===== src/rtl/rs_apply_pkg.sv =====
package rs_apply_pkg;
  typedef enum logic [2:0] {
    ST_IDLE,
    ST_RD_HI,
    ST_RD_LO,
    ST_WR_LO,
    ST_WR_HI,
    ST_FIN
  } ap_state_e;
endpackage


===== src/rtl/rs_sym_locate.sv =====
// Maps a packed symbol index onto the byte pair it spans and aligns its mask.
module rs_sym_locate #(
  parameter int SYM_W  = 9,
  parameter int BYTES  = 512,
  parameter int ADDR_W = 9
) (
  input  logic [SYM_W-1:0]  idx_i,
  input  logic [SYM_W-1:0]  mask_i,
  output logic [ADDR_W-1:0] hi_addr_o,
  output logic [ADDR_W-1:0] lo_addr_o,
  output logic [7:0]        hi_flip_o,
  output logic [7:0]        lo_flip_o,
  output logic              valid_o,
  output logic              single_o
);
  localparam int POS_W = SYM_W + $clog2(SYM_W) + 1;
  localparam int BI_W  = POS_W - 3;

  logic [POS_W-1:0] pos;
  logic [BI_W-1:0]  bidx;
  logic [2:0]       sh;
  logic [15:0]      word;

  assign pos = POS_W'(idx_i) * POS_W'(SYM_W);

  always_comb begin
    if (pos[2:0] == 3'd0) begin
      bidx = pos[POS_W-1:3] - BI_W'(1);
      sh   = 3'd7;
    end else begin
      bidx = pos[POS_W-1:3];
      sh   = pos[2:0] - 3'd1;
    end
  end

  // index 0 would underflow to byte -1
  assign valid_o   = (idx_i != '0) && (bidx <= BI_W'(BYTES));
  assign single_o  = (bidx == BI_W'(BYTES));
  assign word      = 16'(mask_i) << sh;
  assign lo_flip_o = word[7:0];
  assign hi_flip_o = word[15:8];
  assign hi_addr_o = ADDR_W'(bidx);
  assign lo_addr_o = ADDR_W'(bidx - BI_W'(1));
endmodule


===== src/rtl/rs_corr_list.sv =====
// Holds the correction list captured at job start; presents one entry.
module rs_corr_list #(
  parameter int SYM_W    = 9,
  parameter int MAX_CORR = 4,
  parameter int SEL_W    = 2
) (
  input  logic                      clk_i,
  input  logic                      rst_ni,
  input  logic                      load_i,
  input  logic [MAX_CORR*SYM_W-1:0] idx_list_i,
  input  logic [MAX_CORR*SYM_W-1:0] mask_list_i,
  input  logic [SEL_W-1:0]          sel_i,
  output logic [SYM_W-1:0]          idx_o,
  output logic [SYM_W-1:0]          mask_o
);
  logic [SYM_W-1:0] idx_q  [MAX_CORR];
  logic [SYM_W-1:0] mask_q [MAX_CORR];

  for (genvar k = 0; k < MAX_CORR; k++) begin : g_ent
    always_ff @(posedge clk_i or negedge rst_ni) begin
      if (!rst_ni) begin
        idx_q[k]  <= '0;
        mask_q[k] <= '0;
      end else if (load_i) begin
        idx_q[k]  <= idx_list_i[k*SYM_W +: SYM_W];
        mask_q[k] <= mask_list_i[k*SYM_W +: SYM_W];
      end
    end
  end

  assign idx_o  = idx_q[sel_i];
  assign mask_o = mask_q[sel_i];
endmodule


===== src/rtl/rs_apply_fsm.sv =====
// Sequencer: read hi, read lo, write lo, write hi per entry.
module rs_apply_fsm
  import rs_apply_pkg::*;
#(
  parameter int MAX_CORR = 4,
  parameter int ADDR_W   = 9,
  parameter int CNT_W    = 3,
  parameter int SEL_W    = 2
) (
  input  logic              clk_i,
  input  logic              rst_ni,
  input  logic              start_i,
  input  logic              uncor_i,
  input  logic [CNT_W-1:0]  cnt_i,
  input  logic              ent_valid_i,
  input  logic              ent_single_i,
  input  logic [ADDR_W-1:0] hi_addr_i,
  input  logic [ADDR_W-1:0] lo_addr_i,
  input  logic [7:0]        hi_flip_i,
  input  logic [7:0]        lo_flip_i,
  input  logic [7:0]        mem_rdata_i,
  output logic              load_o,
  output logic [SEL_W-1:0]  sel_o,
  output logic              mem_en_o,
  output logic              mem_we_o,
  output logic [ADDR_W-1:0] mem_addr_o,
  output logic [7:0]        mem_wdata_o,
  output logic              done_o,
  output logic              err_o
);
  ap_state_e        state_q;
  logic [SEL_W-1:0] sel_q, last_q;
  logic [7:0]       hi_q;
  logic             err_q;
  logic             cnt_ok, is_last;

  assign cnt_ok  = (cnt_i != '0) && (cnt_i <= CNT_W'(MAX_CORR));
  assign is_last = (sel_q == last_q);
  assign load_o  = (state_q == ST_IDLE) && start_i;

  always_ff @(posedge clk_i or negedge rst_ni) begin
    if (!rst_ni) begin
      state_q <= ST_IDLE;
      sel_q   <= '0;
      last_q  <= '0;
      hi_q    <= '0;
      err_q   <= 1'b0;
    end else begin
      case (state_q)
        ST_IDLE: if (start_i) begin
          err_q   <= uncor_i;
          sel_q   <= '0;
          last_q  <= SEL_W'(cnt_i - CNT_W'(1));
          state_q <= (uncor_i || !cnt_ok) ? ST_FIN : ST_RD_HI;
        end
        ST_RD_HI: begin
          if (ent_valid_i) state_q <= ST_RD_LO;
          else if (is_last) state_q <= ST_FIN;
          else sel_q <= sel_q + SEL_W'(1);
        end
        ST_RD_LO: begin
          hi_q    <= mem_rdata_i;
          state_q <= ST_WR_LO;
        end
        ST_WR_LO: state_q <= ST_WR_HI;
        ST_WR_HI: begin
          if (is_last) state_q <= ST_FIN;
          else begin
            sel_q   <= sel_q + SEL_W'(1);
            state_q <= ST_RD_HI;
          end
        end
        ST_FIN:  state_q <= ST_IDLE;
        default: state_q <= ST_IDLE;
      endcase
    end
  end

  always_comb begin
    mem_en_o    = 1'b0;
    mem_we_o    = 1'b0;
    mem_addr_o  = '0;
    mem_wdata_o = '0;
    case (state_q)
      ST_RD_HI: begin
        mem_en_o   = ent_valid_i && !ent_single_i;
        mem_addr_o = hi_addr_i;
      end
      ST_RD_LO: begin
        mem_en_o   = 1'b1;
        mem_addr_o = lo_addr_i;
      end
      ST_WR_LO: begin
        mem_en_o    = 1'b1;
        mem_we_o    = 1'b1;
        mem_addr_o  = lo_addr_i;
        mem_wdata_o = mem_rdata_i ^ lo_flip_i;
      end
      ST_WR_HI: begin
        mem_en_o    = !ent_single_i;
        mem_we_o    = 1'b1;
        mem_addr_o  = hi_addr_i;
        mem_wdata_o = hi_q ^ hi_flip_i;
      end
      default: ;
    endcase
  end

  assign sel_o  = sel_q;
  assign done_o = (state_q == ST_FIN);
  assign err_o  = err_q;
endmodule


===== src/rtl/rs_err_apply.sv =====
module rs_err_apply #(
  parameter int SYM_W    = 9,
  parameter int BYTES    = 512,
  parameter int MAX_CORR = 4
) (
  input  logic                        clk_i,
  input  logic                        rst_ni,
  input  logic                        start_i,
  input  logic                        uncor_i,
  input  logic [$clog2(MAX_CORR):0]   cnt_i,
  input  logic [MAX_CORR*SYM_W-1:0]   idx_list_i,
  input  logic [MAX_CORR*SYM_W-1:0]   mask_list_i,
  output logic                        mem_en_o,
  output logic                        mem_we_o,
  output logic [$clog2(BYTES)-1:0]    mem_addr_o,
  output logic [7:0]                  mem_wdata_o,
  input  logic [7:0]                  mem_rdata_i,
  output logic                        done_o,
  output logic                        err_o
);
  localparam int ADDR_W = $clog2(BYTES);
  localparam int CNT_W  = $clog2(MAX_CORR) + 1;
  localparam int SEL_W  = $clog2(MAX_CORR);

  logic              load;
  logic [SEL_W-1:0]  sel;
  logic [SYM_W-1:0]  ent_idx, ent_mask;
  logic [ADDR_W-1:0] hi_addr, lo_addr;
  logic [7:0]        hi_flip, lo_flip;
  logic              ent_valid, ent_single;

  rs_corr_list #(.SYM_W(SYM_W), .MAX_CORR(MAX_CORR), .SEL_W(SEL_W)) i_list (
    .clk_i, .rst_ni, .load_i(load), .idx_list_i, .mask_list_i,
    .sel_i(sel), .idx_o(ent_idx), .mask_o(ent_mask)
  );

  rs_sym_locate #(.SYM_W(SYM_W), .BYTES(BYTES), .ADDR_W(ADDR_W)) i_loc (
    .idx_i(ent_idx), .mask_i(ent_mask), .hi_addr_o(hi_addr), .lo_addr_o(lo_addr),
    .hi_flip_o(hi_flip), .lo_flip_o(lo_flip), .valid_o(ent_valid), .single_o(ent_single)
  );

  rs_apply_fsm #(.MAX_CORR(MAX_CORR), .ADDR_W(ADDR_W), .CNT_W(CNT_W), .SEL_W(SEL_W)) i_fsm (
    .clk_i, .rst_ni, .start_i, .uncor_i, .cnt_i,
    .ent_valid_i(ent_valid), .ent_single_i(ent_single),
    .hi_addr_i(hi_addr), .lo_addr_i(lo_addr), .hi_flip_i(hi_flip), .lo_flip_i(lo_flip),
    .mem_rdata_i, .load_o(load), .sel_o(sel),
    .mem_en_o, .mem_we_o, .mem_addr_o, .mem_wdata_o, .done_o, .err_o
  );
endmodule


===== config.mk =====
export PLATFORM = sky130hd
export DESIGN_NAME = rs_err_apply
export DESIGN_NICKNAME = d
export VERILOG_FILES = /design/src/rtl/rs_apply_pkg.sv /design/src/rtl/rs_sym_locate.sv /design/src/rtl/rs_corr_list.sv /design/src/rtl/rs_apply_fsm.sv /design/src/rtl/rs_err_apply.sv
export SDC_FILE = /design/constraint.sdc
export NUM_CORES = 1
export LEC_CHECK = 0
export BUFFER_PORTS_ARGS = -buffer_cell sky130_fd_sc_hd__buf_2
export CAP_MARGIN = 20
export CELL_PAD_IN_SITES_DETAIL_PLACEMENT = 0
export CELL_PAD_IN_SITES_GLOBAL_PLACEMENT = 2
export CORE_MARGIN = 1
export CORE_UTILIZATION = 37
export CTS_BUF_LIST = sky130_fd_sc_hd__clkbuf_4 sky130_fd_sc_hd__clkbuf_8
export DETAILED_ROUTE_END_ITERATION = 16
export GPL_TIMING_DRIVEN = 0
export PLACE_DENSITY = 0.89
export SYNTH_ARGS = -nofsm -noshare
export SYNTH_HDL_FRONTEND = slang
export SYNTH_SLANG_ARGS = --single-unit

===== constraint.sdc =====
create_clock -name clk_i -period 12.4 [get_ports clk_i]
set_input_delay 1.24 -clock clk_i [delete_from_list [all_inputs] [get_ports clk_i]]
set_output_delay 1.24 -clock clk_i [all_outputs]
set_load 0.02 [all_outputs]

==> metrics.yaml, run 1 <==
floorplan:
  io_pins: 108
  floorplan.die.height_um: 124
  initial_core_util_pct: 37.9
  fp.dieArea_sq_um: 15400
  dieWidth_um: 124
  rows: 44
  core_area_sq_um: 14500
yosys:
  syn-instance-count: 626
  synth_top_flop_cell: "dfrtp_1"
  synth_area_per_cell_sq_um: 8.80
  synth_area_leader_cell: "dfrtp_1"
  yosysTopAreaCellShare_pct: 40.0
  synth_fp_nets: 732
  ys_async_sr_fraction_pct: 100
  synth_sequential_area_ratio_pct: 40.0
  yosys_warnings: 0
  synth_edf_count: 0
  total_of_flip_flops_plus_latches_after_synthesis: 88
  post_synthesis_instance_area_sq_um: 5510
  main_area_contributors_after_synthesis: "dfrtp_1 40%, nand2_1 17%, mux4_2 7.4%"
  yosys.cell_types.count: 57
cts:
  postCtsResizedCells: 0
  worstSkewPairLatency_ns: 0.37
  h-tree-depth: 3
  cts_setup_buffers: 0
  cts-root-to-sink-buffers: 2
  numClockSinks: 88
  root_buffer_selected_by_cts: "clkbuf_8"
  cts.clk_slew.worst_paths_ns: 0.08
  clock_tree_from_tritoncts: "yes"
  numCtsBuffers: 9
  ctsHoldBuffers: 0
global_routing:
  initial_antenna_violation_count: 0
  grt_overflow_total: 0
  number_of_global_route_vias_before_repair: 4704
  grt_util_all_layers_pct: 20.7
  grt_start_max_net_pins: 47
  grt_first_pass_wirelength_mm: 23.9
layout:
  nFillCells: 1513
  antennaDiodeCount: 0
  fin_nets: 851
  seqCellArea_sq_um: 2200
  multi_input_area_sq_um: 3120
  area_delta_synth_final_pct: 18.7
  share_of_layout_cells_above_drive_strength_1_pct: 22.1
setup_path:
  critical_path.top_delay_family: "buffers and inverters"
  critical_path.n_buffers_inverters: 4
  crit_arrival_ns: 5.83
  critical-path-slowest-cell: "buf_1"
  setup.worst_path.start_class: "flip-flop"
  cp_cell_sequence: "buf_1, clkbuf_1, mux4_2, ha_1, ha_1, inv_1, fa_1, nand2b_1, a21oi_1, o22a_1, xor2_1, mux2_1, o221ai_2, a21boi_2, a311o_1, buf_2"
  crit_path_end_kind: "primary output"
  critical_path_peak_fanout: 10
  critical_path_required_ns: 11.16
  critPathMostFrequentCell: "ha_1"
  criticalPathCategory: "reg -> out"
  crit_path_max_incr_delay_ns: 0.56
sta:
  post_layout_min_period_ns: 7.07
  grt_setup_unrepaired: "false"
  setup-violations-final: 0
  worst_pin_slew_ns: 0.785
  slew_viol_final: 0
  timing.max_slew.rel_slack_pct: 47.4
  maxClockFrequency_mhz: 141
  worst_clock_skew_ns: 0.00939
  hold_viol_final: 0
  tns_ns: 0
  layout_worst_path_cycle_share_pct: 57.0
job:
  cap_viol_max_count: 0
routing:
  drt_wl_total_mm: 14.7
  drt-initial-drc-count: 288
  vias: 4720
  avg_vias_per_cell: 5.05
  detail_route.drc_violations: 0
  antenna_violating_nets_post_route: 0
  detail_route.wl_per_cell_um: 15.7
  dr.pass1.iters: 4
placed_design:
  gp_congestion: 0.846
  place_hpwl_mm: 11.2
  numPortBuffers: 107
min_path:
  hold_path_class: "reg -> reg"
outcome:
  status: "finished clean"
==> cell families after synthesis <==
logic type	after synthesis	synth area share, %
multiplexers	48	13.1
flip-flops	88	40.0
AO/OA/AOI/OAI	68	8.38
buffers and inverters	46	3.45
AND/OR/NAND/NOR	318	24.5
XOR/XNOR	39	6.20
adder cells (fa/ha/maj)	19	4.45
==> sequential cells by signal, indices dropped and copies added (netlist names) <==
signal and cells:
i_fsm.state_q 3, i_fsm.hi_q 8, i_list.mask_q 36, i_fsm.err_o 1, i_fsm.sel_o 2, i_fsm.last_q 2
i_list.idx_q 36
==> final cells by class <==
class | count | share of cell area, %
Timing Repair Buffer | 108 | 8.53
Clock inverter | 7 | 1.84
Buffer | 33 | 2.16
Multi-Input combinational cell | 492 | 47.6
Sequential cell | 88 | 33.7
Clock buffer | 9 | 1.89
Tap cell | 184 | 3.52
Inverter | 13 | 0.746
==> placed cells by master (no fill, tap or decap), drive strengths merged, types with 3 or more instances in the layout <==
| master | n |
|---|---|
| mux2i | 19 |
| or3 | 4 |
| o221ai | 3 |
| o211ai | 4 |
| nor2 | 23 |
| dfrtp | 88 |
| nor2b | 3 |
| clkinv | 3 |
| mux2 | 11 |
| bufinv | 3 |
| clkbuf | 34 |
| nand2b | 7 |
| buf | 116 |
| nand2 | 245 |
| nand3 | 4 |
| xnor2 | 15 |
| ha | 18 |
| and3 | 5 |
| a211oi | 3 |
| mux4 | 18 |
| o21ai | 11 |
| inv | 13 |
| o22ai | 16 |
| xor2 | 24 |
| a21oi | 15 |
| nor3b | 3 |
| nor3 | 7 |
| nor4 | 3 |
==> through the flow <==
stage	setup WS [ns]	cells	hold WS [ns]	cell area [sq um]	util (%)
after floorplan	6.70	626	0.440	5510	-
after global placement	5.71	917	0.453	6270	43.2
after detailed placement	5.71	918	0.458	6300	43.3
after CTS	5.26	934	0.480	6540	45.0
after global routing	4.94	934	0.504	6540	45.0
final	5.33	934	0.478	6540	45.0
==> per-layer routing <==
metal / vias to the layer above / share of wire [%] / GRT usage (%) / routed length, um
met1: 2235 / 47 / 27.7 / 6870
met2: 115 / 48 / 34.5 / 6970
met3: 11 / 4.6 / 3.30 / 667
met4: 0 / 0.97 / 6.18 / 142
li1: 2359 / - / - / -
met5: - / 0 / 0 / 0
==> worst paths after layout <==
kind | slack, ns | cells past startpoint | to | start
worst max-delay path | 5.33 | 16 | mem_en_o | i_fsm.sel_o[1]
min in group asynchronous | 0.86 | 1 | i_fsm.hi_q[7] | rst_ni
worst min-delay path | 0.48 | 2 | i_list.idx_q[19] | i_list.idx_q[19]
worst min register to register | 0.48 | 2 | i_list.idx_q[19] | i_list.idx_q[19]
worst max register to register | 6.97 | 15 | i_fsm.sel_o[0] | i_fsm.sel_o[1]
max in group asynchronous | 10.86 | 2 | i_list.mask_q[26] | rst_ni
==> synthesized netlist by cell type, types with 3 or more instances <==
cell      instances
o21ai_0          11
mux2_2            9
and3_1            5
clkbuf_1         25
nor4_1            3
mux2i_1          19
nand2_1         245
or3_1             4
nor3b_1           3
a21oi_1          15
nor2_1           23
buf_1             4
dfrtp_1          88
inv_1            13
o211ai_1          4
nand3_1           4
ha_1             18
o22ai_1          16
xor2_1           24
xnor2_1          15
nand2b_1          6
nor3_1            7
mux4_2           18
==> worst reg2reg max path, cell delays in order, from the launching register on <==
cell	delay [ns]
dfrtp_1	0.44
buf_1	0.56
clkbuf_1	0.56
mux4_2	0.45
ha_1	0.30
ha_1	0.23
inv_1	0.08
fa_1	0.47
nor3b_1	0.23
or3_1	0.31
or4_4	0.42
a31oi_1	0.28
and4_1	0.25
o221ai_2	0.18
a211oi_2	0.23
mux2_1	0.34
Power of run 1 is left out: the tool's default activity adds up to more than one toggle a clock period on the data nets, which glitch-free logic cannot reach.
==> run 2: changes to the inputs <==
ABC_AREA = 1   (was unset)
CORE_UTILIZATION = 34   (was 37)
PLACE_DENSITY = 0.83   (was 0.89)
clock period = 6.9 ns   (was 12.4 ns; I/O delays follow)
==> run 2 against run 1 <==
  * Sequential share of layout area is 1.6 points lower
  * Routed wire length increased by 4.6%
  * Via count increased by 5.1%
  * Critical path depth is 10 higher
  * Clock skew rose by 0.0097 ns
  * Register-to-register slack got worse by 4.2 ns
  * Die area rose by 15%
  * Global-route usage fell by 2.3 points
  * Non-clock buffer count shrank 7
  * Critical path type unchanged
  * Largest cell class unchanged
  * Critical endpoint unchanged
==> metrics.yaml, run 2 <==
outcome:
  status: "finished clean"
setup_path:
  critPathMostFrequentCell: "nand2_1"
  critical_path_required_ns: 6.21  # -4.95 ns
  setup.worst_path.start_class: "flip-flop"
  critical-path-slowest-cell: "fa_1"
  crit_arrival_ns: 4.50  # -1.33 ns
  crit_path_max_incr_delay_ns: 0.59  # +0.03 ns
  critical_path_peak_fanout: 10  # unchanged
  criticalPathCategory: "reg -> out"
  crit_path_end_kind: "primary output"
yosys:
  synth_area_leader_cell: "dfrtp_1"
  syn-instance-count: 691  # +10%
  yosys.cell_types.count: 50  # -12%
  yosys_warnings: 0  # unchanged
  synth_top_flop_cell: "dfrtp_1"
  yosysTopAreaCellShare_pct: 37.9  # -2.1 points
  total_of_flip_flops_plus_latches_after_synthesis: 88  # unchanged
  synth_area_per_cell_sq_um: 8.41  # -4.4%
  synth_edf_count: 0  # unchanged
  main_area_contributors_after_synthesis: "dfrtp_1 38%, mux2_2 13%, nand2_1 11%"
  post_synthesis_instance_area_sq_um: 5810  # +5.5%
  yosysMostFrequentCell: "nand2_1"
  synth_fp_nets: 797  # +8.9%
  post_synth_most_frequent_cells: "178 x nand2_1, 88 x dfrtp_1, 65 x mux2_2"
  synth_sequential_area_ratio_pct: 37.9  # -2.1 points
  ys_async_sr_fraction_pct: 100  # unchanged
layout:
  multi_input_area_sq_um: 3190  # +2.4%
  antennaDiodeCount: 0  # unchanged
  area_delta_synth_final_pct: 18.1
  fin_nets: 916  # +7.6%
  seqCellArea_sq_um: 2200  # unchanged
  nFillCells: 1710  # +13%
  mostFrequentLayoutCells: "178 x nand2_1, 117 x buf_2, 88 x dfrtp_1"
  largest_registers: "i_list.idx_q (36), i_list.mask_q (36), i_fsm.hi_q (8)"
  final_common_cell: "nand2_1"
  share_of_layout_cells_above_drive_strength_1_pct: 32.0  # +9.9 points
global_routing:
  grt_util_all_layers_pct: 18.4  # -2.3 points
  grt_first_pass_wirelength_mm: 25.1  # +5.0%
  initial_antenna_violation_count: 0  # unchanged
  number_of_global_route_vias_before_repair: 4805  # +2.1%
  grt_start_max_net_pins: 57  # +21%
  grt_overflow_total: 0  # unchanged
floorplan:
  initial_core_util_pct: 34.9  # -3.0 points
  floorplan.die.height_um: 133  # +7.1%
  rows: 47  # +6.8%
  core_area_sq_um: 16600  # +15%
  io_pins: 108  # unchanged
  dieWidth_um: 133  # +7.1%
  fp.dieArea_sq_um: 17600  # +15%
routing:
  wirelength_met1_mm: 7.48  # +8.9%
  detailroute.wirelength.met3_um: 737  # +10%
  antenna_violating_nets_post_route: 0  # unchanged
  vias: 4960  # +5.1%
  detail_route.wl_per_cell_um: 14.8  # -5.6%
  drt-initial-drc-count: 223  # -23%
  dr_wl_met2_mm: 6.94  # -0.39%
  detail_route.drc_violations: 0  # unchanged
  drt_wl_total_mm: 15.3  # +4.6%
  highest-signal-layer: "met4"
  dr.pass1.iters: 4  # unchanged
  avg_vias_per_cell: 4.79  # -5.2%
cts:
  clock_tree_from_tritoncts: "yes"
  postCtsResizedCells: 0  # unchanged
  h-tree-depth: 3  # unchanged
  worstSkewPairLatency_ns: 0.38  # about the same
  numCtsBuffers: 9  # unchanged
  cts-root-to-sink-buffers: 2  # unchanged
  root_buffer_selected_by_cts: "clkbuf_8"
  numClockSinks: 88  # unchanged
  cts.clk_slew.worst_paths_ns: 0.10  # +0.02 ns
  ctsHoldBuffers: 0  # unchanged
  cts_setup_buffers: 0  # unchanged
sta:
  maxClockFrequency_mhz: 193
  tns_ns: 0  # unchanged
  hold_viol_final: 0  # unchanged
  worst_clock_skew_ns: 0.0191  # +0.00970 ns
  layout_worst_path_cycle_share_pct: 75.2
  timing.max_slew.rel_slack_pct: 38.1  # -9.3 points
  post_layout_min_period_ns: 5.19
  worst_pin_slew_ns: 0.921  # +0.135 ns
  grt_setup_unrepaired: "false"
  slew_viol_final: 0  # unchanged
  setup-violations-final: 0  # unchanged
placed_design:
  numPortBuffers: 107  # unchanged
  gp_congestion: 0.791  # -6.4%
  place_hpwl_mm: 12.0  # +7.0%
min_path:
  hold_path_class: "in -> async"
job:
  cap_viol_max_count: 0  # unchanged
[run 2: cell count changes after synthesis, moves of 17 or more]
cell	change
inv_1	+49
mux2_2	+56
clkbuf_1	-21
nand3_1	+18
nor2_1	+21
mux4_2	-18
o21ai_1	+27
nand2_1	-67
xor2_1	-17
mux2i_1	-18
[run 2: path summary, 6_finish.rpt]
kind                                     end  cells past startpoint              from  slack, ns
min reg2reg                 i_list.idx_q[21]                      1  i_list.idx_q[21]       0.50
max in group asynchronous   i_list.idx_q[21]                      2            rst_ni       5.97
max reg2reg                   i_fsm.sel_o[0]                     25    i_fsm.sel_o[1]       2.79
min                        i_list.mask_q[13]                      1            rst_ni       0.27
min in group clk_i          i_list.idx_q[21]                      1  i_list.idx_q[21]       0.50
max                                 mem_en_o                     26    i_fsm.sel_o[1]       1.71
[run 2: metrics by stage]
step | util (%) | instance area (sq um) | instances | setup WS, ns | hold slack, ns
global placement | 39.8 | 6630 | 1018 | 2.06 | 0.473
detailed placement | 40.0 | 6660 | 1019 | 2.04 | 0.488
global route | 41.3 | 6870 | 1035 | 1.28 | 0.281
CTS | 41.3 | 6870 | 1035 | 1.60 | 0.257
finish | 41.3 | 6870 | 1035 | 1.71 | 0.269
floorplan | - | 5810 | 691 | 2.81 | 0.394
[run 2: cell families (layout without fill, tap and decap cells)]
group	count (synthesis)	count (layout)	share of synthesized area, %
multiplexers	66	66	12.8
AND/OR/NAND/NOR	293	293	23.4
adder cells (fa/ha/maj)	19	19	4.22
buffers and inverters	97	221	7.23
flip-flops	88	88	37.9
XOR/XNOR	11	11	1.79
AO/OA/AOI/OAI	117	117	12.7
[run 2: per-layer routing]
layer	vias up	GRT usage (%)
met5	-	0
met4	0	4.98
met3	9	3.22
met2	109	29.3
met1	2306	25.7
li1	2536	-
[run 2: layout make-up]
cell class,instances,area share [%]
Tap cell,220,4.01
Sequential cell,88,32.1
Clock inverter,6,1.08
Clock buffer,10,2.00
Inverter,71,3.90
Multi-Input combinational cell,506,46.5
Buffer,26,2.22
Timing Repair Buffer,108,8.24
[run 2: worst max-delay path: cells and delay by family, from the launching register on]
| kind | cells | cell delay [ns] |
|---|---|---|
| AO/OA/AOI/OAI | 2 | 0.45 |
| adder cells (fa/ha/maj) | 3 | 0.97 |
| buffers and inverters | 5 | 0.85 |
| flip-flops | 1 | 0.40 |
| AND/OR/NAND/NOR | 16 | 1.46 |
Power of run 2 is left out for the same reason.
